**config.mk**
```make
export PLATFORM = sky130hd
export DESIGN_NAME = prio_bus_arbiter
export DESIGN_NICKNAME = d
export VERILOG_FILES = /design/src/rtl/arb_pkg.sv /design/src/rtl/arb_level_select.sv /design/src/rtl/arb_level_chain.sv /design/src/rtl/prio_bus_arbiter.sv
export SDC_FILE = /design/constraint.sdc
export NUM_CORES = 1
export LEC_CHECK = 0
export BUFFER_PORTS_ARGS = -buffer_cell sky130_fd_sc_hd__buf_2
export CORE_AREA = 2 2 39 41
export DETAILED_ROUTE_END_ITERATION = 10
export DIE_AREA = 0 0 41 43
export GPL_ROUTABILITY_DRIVEN = 0
export HOLD_SLACK_MARGIN = 0.15
export MAX_ROUTING_LAYER = met4
export SETUP_SLACK_MARGIN = 0.15
export SLEW_MARGIN = 20
export SYNTH_ARGS = -nofsm -noshare
export SYNTH_HDL_FRONTEND = slang
export SYNTH_SLANG_ARGS = --single-unit
```
**constraint.sdc**
```tcl
create_clock -name clk_i -period 1.3 [get_ports clk_i]
set_input_delay 0.065 -clock clk_i [delete_from_list [all_inputs] [get_ports clk_i]]
set_output_delay 0.065 -clock clk_i [all_outputs]
set_load 0.01 [all_outputs]
```
**src/rtl/arb_pkg.sv**
```systemverilog
package arb_pkg;
  typedef enum logic {
    ARB_IDLE  = 1'b0,
    ARB_OWNED = 1'b1
  } arb_state_e;
endpackage

```
**src/rtl/arb_level_select.sv**
```systemverilog
module arb_level_select #(
  parameter int NUM_LEVELS = 2
) (
  input  logic [NUM_LEVELS-1:0] lvl_req_i,
  output logic [NUM_LEVELS-1:0] lvl_gnt_o
);
  // highest index wins
  for (genvar l = 0; l < NUM_LEVELS; l++) begin : g_lvl
    if (l == NUM_LEVELS - 1) begin : g_top
      assign lvl_gnt_o[l] = lvl_req_i[l];
    end else begin : g_low
      assign lvl_gnt_o[l] = lvl_req_i[l] & ~(|lvl_req_i[NUM_LEVELS-1:l+1]);
    end
  end
endmodule

```
**src/rtl/arb_level_chain.sv**
```systemverilog
module arb_level_chain #(
  parameter int DEVS = 4
) (
  input  logic            chain_gnt_i,
  input  logic [DEVS-1:0] dev_req_i,
  output logic [DEVS-1:0] dev_gnt_o
);
  logic [DEVS-1:0] pass;

  assign pass[0] = chain_gnt_i;
  for (genvar p = 0; p < DEVS; p++) begin : g_dev
    assign dev_gnt_o[p] = pass[p] & dev_req_i[p];
    if (p < DEVS - 1) begin : g_fwd
      assign pass[p+1] = pass[p] & ~dev_req_i[p];
    end
  end
endmodule

```
**src/rtl/prio_bus_arbiter.sv**
```systemverilog
module prio_bus_arbiter #(
  parameter int NUM_LEVELS     = 2,
  parameter int DEVS_PER_LEVEL = 4
) (
  input  logic                                 clk_i,
  input  logic                                 rst_ni,
  input  logic [NUM_LEVELS*DEVS_PER_LEVEL-1:0] req_i,
  input  logic                                 done_i,
  output logic [NUM_LEVELS*DEVS_PER_LEVEL-1:0] gnt_o,
  output logic                                 busy_o
);
  import arb_pkg::*;

  localparam int NumDevs = NUM_LEVELS * DEVS_PER_LEVEL;

  logic [NUM_LEVELS-1:0] lvl_req, lvl_gnt;
  logic [NumDevs-1:0]    winner, gnt_q;
  arb_state_e            state_q;

  for (genvar l = 0; l < NUM_LEVELS; l++) begin : g_level
    assign lvl_req[l] = |req_i[l*DEVS_PER_LEVEL +: DEVS_PER_LEVEL];

    arb_level_chain #(.DEVS(DEVS_PER_LEVEL)) u_chain (
      .chain_gnt_i(lvl_gnt[l]),
      .dev_req_i  (req_i[l*DEVS_PER_LEVEL +: DEVS_PER_LEVEL]),
      .dev_gnt_o  (winner[l*DEVS_PER_LEVEL +: DEVS_PER_LEVEL])
    );
  end

  arb_level_select #(.NUM_LEVELS(NUM_LEVELS)) u_select (
    .lvl_req_i(lvl_req),
    .lvl_gnt_o(lvl_gnt)
  );

  // arbitrate only from idle; owner holds until done
  always_ff @(posedge clk_i or negedge rst_ni) begin
    if (!rst_ni) begin
      state_q <= ARB_IDLE;
      gnt_q   <= '0;
    end else begin
      unique case (state_q)
        ARB_IDLE: if (|lvl_req) begin
          state_q <= ARB_OWNED;
          gnt_q   <= winner;
        end
        ARB_OWNED: if (done_i) begin
          state_q <= ARB_IDLE;
          gnt_q   <= '0;
        end
        default: begin
          state_q <= ARB_IDLE;
          gnt_q   <= '0;
        end
      endcase
    end
  end

  assign gnt_o  = gnt_q;
  assign busy_o = (state_q == ARB_OWNED);
endmodule

```
==> impl_metrics.env <==
export IMPL_fp_row_count=14
export IMPL_first_pass_iters=4
export IMPL_syn_area_um2=437.9
export IMPL_drt_drc_violations_left=0
export IMPL_peakVddDrop_mv=0.5560
export IMPL_tritoncts="built"
export IMPL_clockBufferDepth=2
export IMPL_setup_tns_ns=-0.09238
export IMPL_ys_top_cells_by_count="dfrtp_1 (9), inv_1 (4), o21ai_0 (4), a22o_1 (3), nor3_1 (3)"
export IMPL_drive_above_1_share_pct=51.35
export IMPL_initial_core_util_pct=31.65
export IMPL_status="complete, but fails checks"
export IMPL_hold_violations=0
export IMPL_period_minus_slack_ns=1.332
export IMPL_synth_cell_type_count=18
export IMPL_p_switching_mw=0.1632
export IMPL_fmaxAchievable_ghz=0.7508
export IMPL_rsz0062_at_grt="true"
export IMPL_synth_edf_count=0
export IMPL_p_clk_share_pct=34.0
export IMPL_regToRegSetupSlack_ns=-0.03
export IMPL_yosys_area_share_simple_pct=18.00
export IMPL_final_area_um2=710.7
export IMPL_worst_slew_margin_rel_pct=83.95
export IMPL_pwr_share_seq_pct=46.7
export IMPL_ios=20
export IMPL_power_mw=0.6308
export IMPL_avgSynthCellArea_um2=11.23
export IMPL_cp_arrival_ns=1.53
export IMPL_ys_flop_type="dfrtp_1"
export IMPL_drv_cap=0
export IMPL_final_core_util_pct=51.36
export IMPL_synth_top_cells_by_area="dfrtp_1 (51%), a22o_1 (6.0%), or4_4 (5.1%), o31ai_4 (4.9%), a22o_2 (4.6%)"
export IMPL_dp_cells=80
export IMPL_grt_max_degree=10
export IMPL_ys_seq_area_share_pct=51.43
export IMPL_synthAdderAreaFrac_pct=0
export IMPL_swShare_pct=25.87
export IMPL_dieArea_um2=1763
export IMPL_synthCells=39
export IMPL_layoutNonFillerInstCount=90
export IMPL_core_um2=1384
export IMPL_synth_net_count=50
export IMPL_crit_end="gnt_o[5]$_DFFE_PN0P_"
export IMPL_vias=461
export IMPL_min_path_type="input pin to register"
export IMPL_htree_levels=1
export IMPL_clkSinkCount=9
export IMPL_reg2reg_to="gnt_o[5]$_DFFE_PN0P_"
export IMPL_critical_path_class="register to register"
export IMPL_dp_hpwl_um=802.9
export IMPL_worstPathMaxFanout=4
export IMPL_cts_made_buffers=3
export IMPL_place_ws_ns=-0.01966
export IMPL_grt_ovfl_total=0
export IMPL_yosysMostFrequentCell="dfrtp_1"
export IMPL_die_h_um=43
export IMPL_area_growth_syn_to_layout_pct=62.29
export IMPL_grt_first_pass_wirelength_mm=1.987
export IMPL_start_kind="register"
export IMPL_crit_start="busy_o$_DFF_PN0_"
export IMPL_grt_pass1_vias=459
export IMPL_postCtsSetupBuffers=0
export IMPL_root_buffer="clkbuf_4"
export IMPL_clk_latency_ns=0.26
export IMPL_p_leak_nw=0.3463
export IMPL_wl_per_cell_um=13.21
export IMPL_io_buffers=19
export IMPL_nets=86
export IMPL_powerDensity_nw_per_um2=887.5
export IMPL_finalCritPeriodShare_pct=102.5
export IMPL_detailed_place_area_um2=599.3
export IMPL_grt_util_all_layers_pct=16.58
export IMPL_synth_top_family_by_area="compound AO/OA/AOI/OAI gates"
export IMPL_fp_dieW_um=41
export IMPL_worstPathRequired_ns=1.50
export IMPL_pwr_share_comb_pct=19.2
export IMPL_holdWs_ns=0.1318
export IMPL_rr_worst_depth=3
export IMPL_yosys_area_top_type_share_pct=51.43
export IMPL_antenna_left=0
export IMPL_async_flop_share_pct=100.0
export IMPL_violations="negative setup slack"
export IMPL_num_antenna_cells=0
export IMPL_synthXorXnorAreaFrac_pct=0
export IMPL_grt_antenna_before_repair=0
export IMPL_yosys_warnings=0
export IMPL_wirelength_mm=1.189
export IMPL_endpoint_kind="register"
export IMPL_clkTransAtPathRegs_ns=0.06
export IMPL_layout_setup_ws_ns=-0.03186
export IMPL_synth_compound_area_share_pct=27.14
export IMPL_setup_viol=4
export IMPL_yosysTopAreaCell="dfrtp_1"
export IMPL_p_int_mw=0.4676
export IMPL_worst_pin_slew_ns=0.2390
export IMPL_synth_seq_cells=9
export IMPL_fin_skew_ns=0.002449
export IMPL_r2r_start="busy_o$_DFF_PN0_"
export IMPL_drt_iter0_drc=10
export IMPL_final_max_slew_viol_count=0
export IMPL_vias_per_cell=5.122
export IMPL_synthMuxAreaShare_pct=0
-- worst min-delay path by stage --
stage | endpoint | slack [ns] | depth (start not counted) | start
6_report | gnt_o[3]$_DFFE_PN0P_ | 0.13 | 4 | req_i[1]
5_1_grt | gnt_o[0]$_DFFE_PN0P_ | 0.16 | 3 | req_i[0]
4_1_cts | gnt_o[6]$_DFFE_PN0P_ | 0.15 | 2 | req_i[6]
3_5_place_dp | gnt_o[5]$_DFFE_PN0P_ | -0.07 | 1 | rst_ni
3_3_place_gp | gnt_o[6]$_DFFE_PN0P_ | -0.07 | 1 | rst_ni
2_1_floorplan | busy_o$_DFF_PN0_ | -0.23 | 0 | rst_ni
-- critical path: stages (launching register included) --
cell,delay [ns]
dfrtp_2,0.40
or4_4,0.45
o31ai_4,0.24
a22o_2,0.18
-- power by group through the flow --
stage	clock, mW	combinational, mW	sequential [mW]
4_1_cts	0.214	0.110	0.295
3_3_place_gp	0	0.0956	0.299
5_1_grt	0.239	0.132	0.296
3_5_place_dp	0	0.0965	0.299
6_report	0.215	0.121	0.295
2_1_floorplan	0	0.0284	0.307
-- cell usage in the layout, fill, tap and decap left out, types with 2 or more instances in the layout --
cell type	instances
buf_4	6
buf_2	19
inv_1	4
clkbuf_4	3
a22o_1	3
nor2_1	2
dfrtp_1	8
nor3_1	3
dlygate4sd3_1	6
or4_4	3
o21ai_1	2
a22o_2	2
-- flip-flops by register name, indices dropped and copies added (netlist names) --
signal	cells
busy_o	1
gnt_o	8
-- cell type report --
class | count | area, um^2
Fill cell | 128 | 673.1
Sequential cell | 9 | 226.5
Multi-Input combinational cell | 26 | 222.7
Timing Repair Buffer | 31 | 200.2
Clock buffer | 4 | 26.28
Tap cell | 16 | 20.02
Inverter | 4 | 15.01
-- layer usage --
layer	wire [um]	track usage, %	part of all wire (%)
met5	0	-	0
met4	0	2.000	0
met3	69	6.283	5.8
met2	620	26.25	52
met1	499	20.07	42
-- cells by family after synthesis --
kind of cell    count (synthesis)
compound gates                 14
simple gates                   12
flops                           9
buf+inv                         4
-- what timing repair did --
action | CTS | global route
resized for setup | 0 | 7
endpoints found under the hold margin | 13 | 1
setup endpoints to repair | 9 | 9
hold buffers | 5 | 1
(Power assumes the default switching activity.)
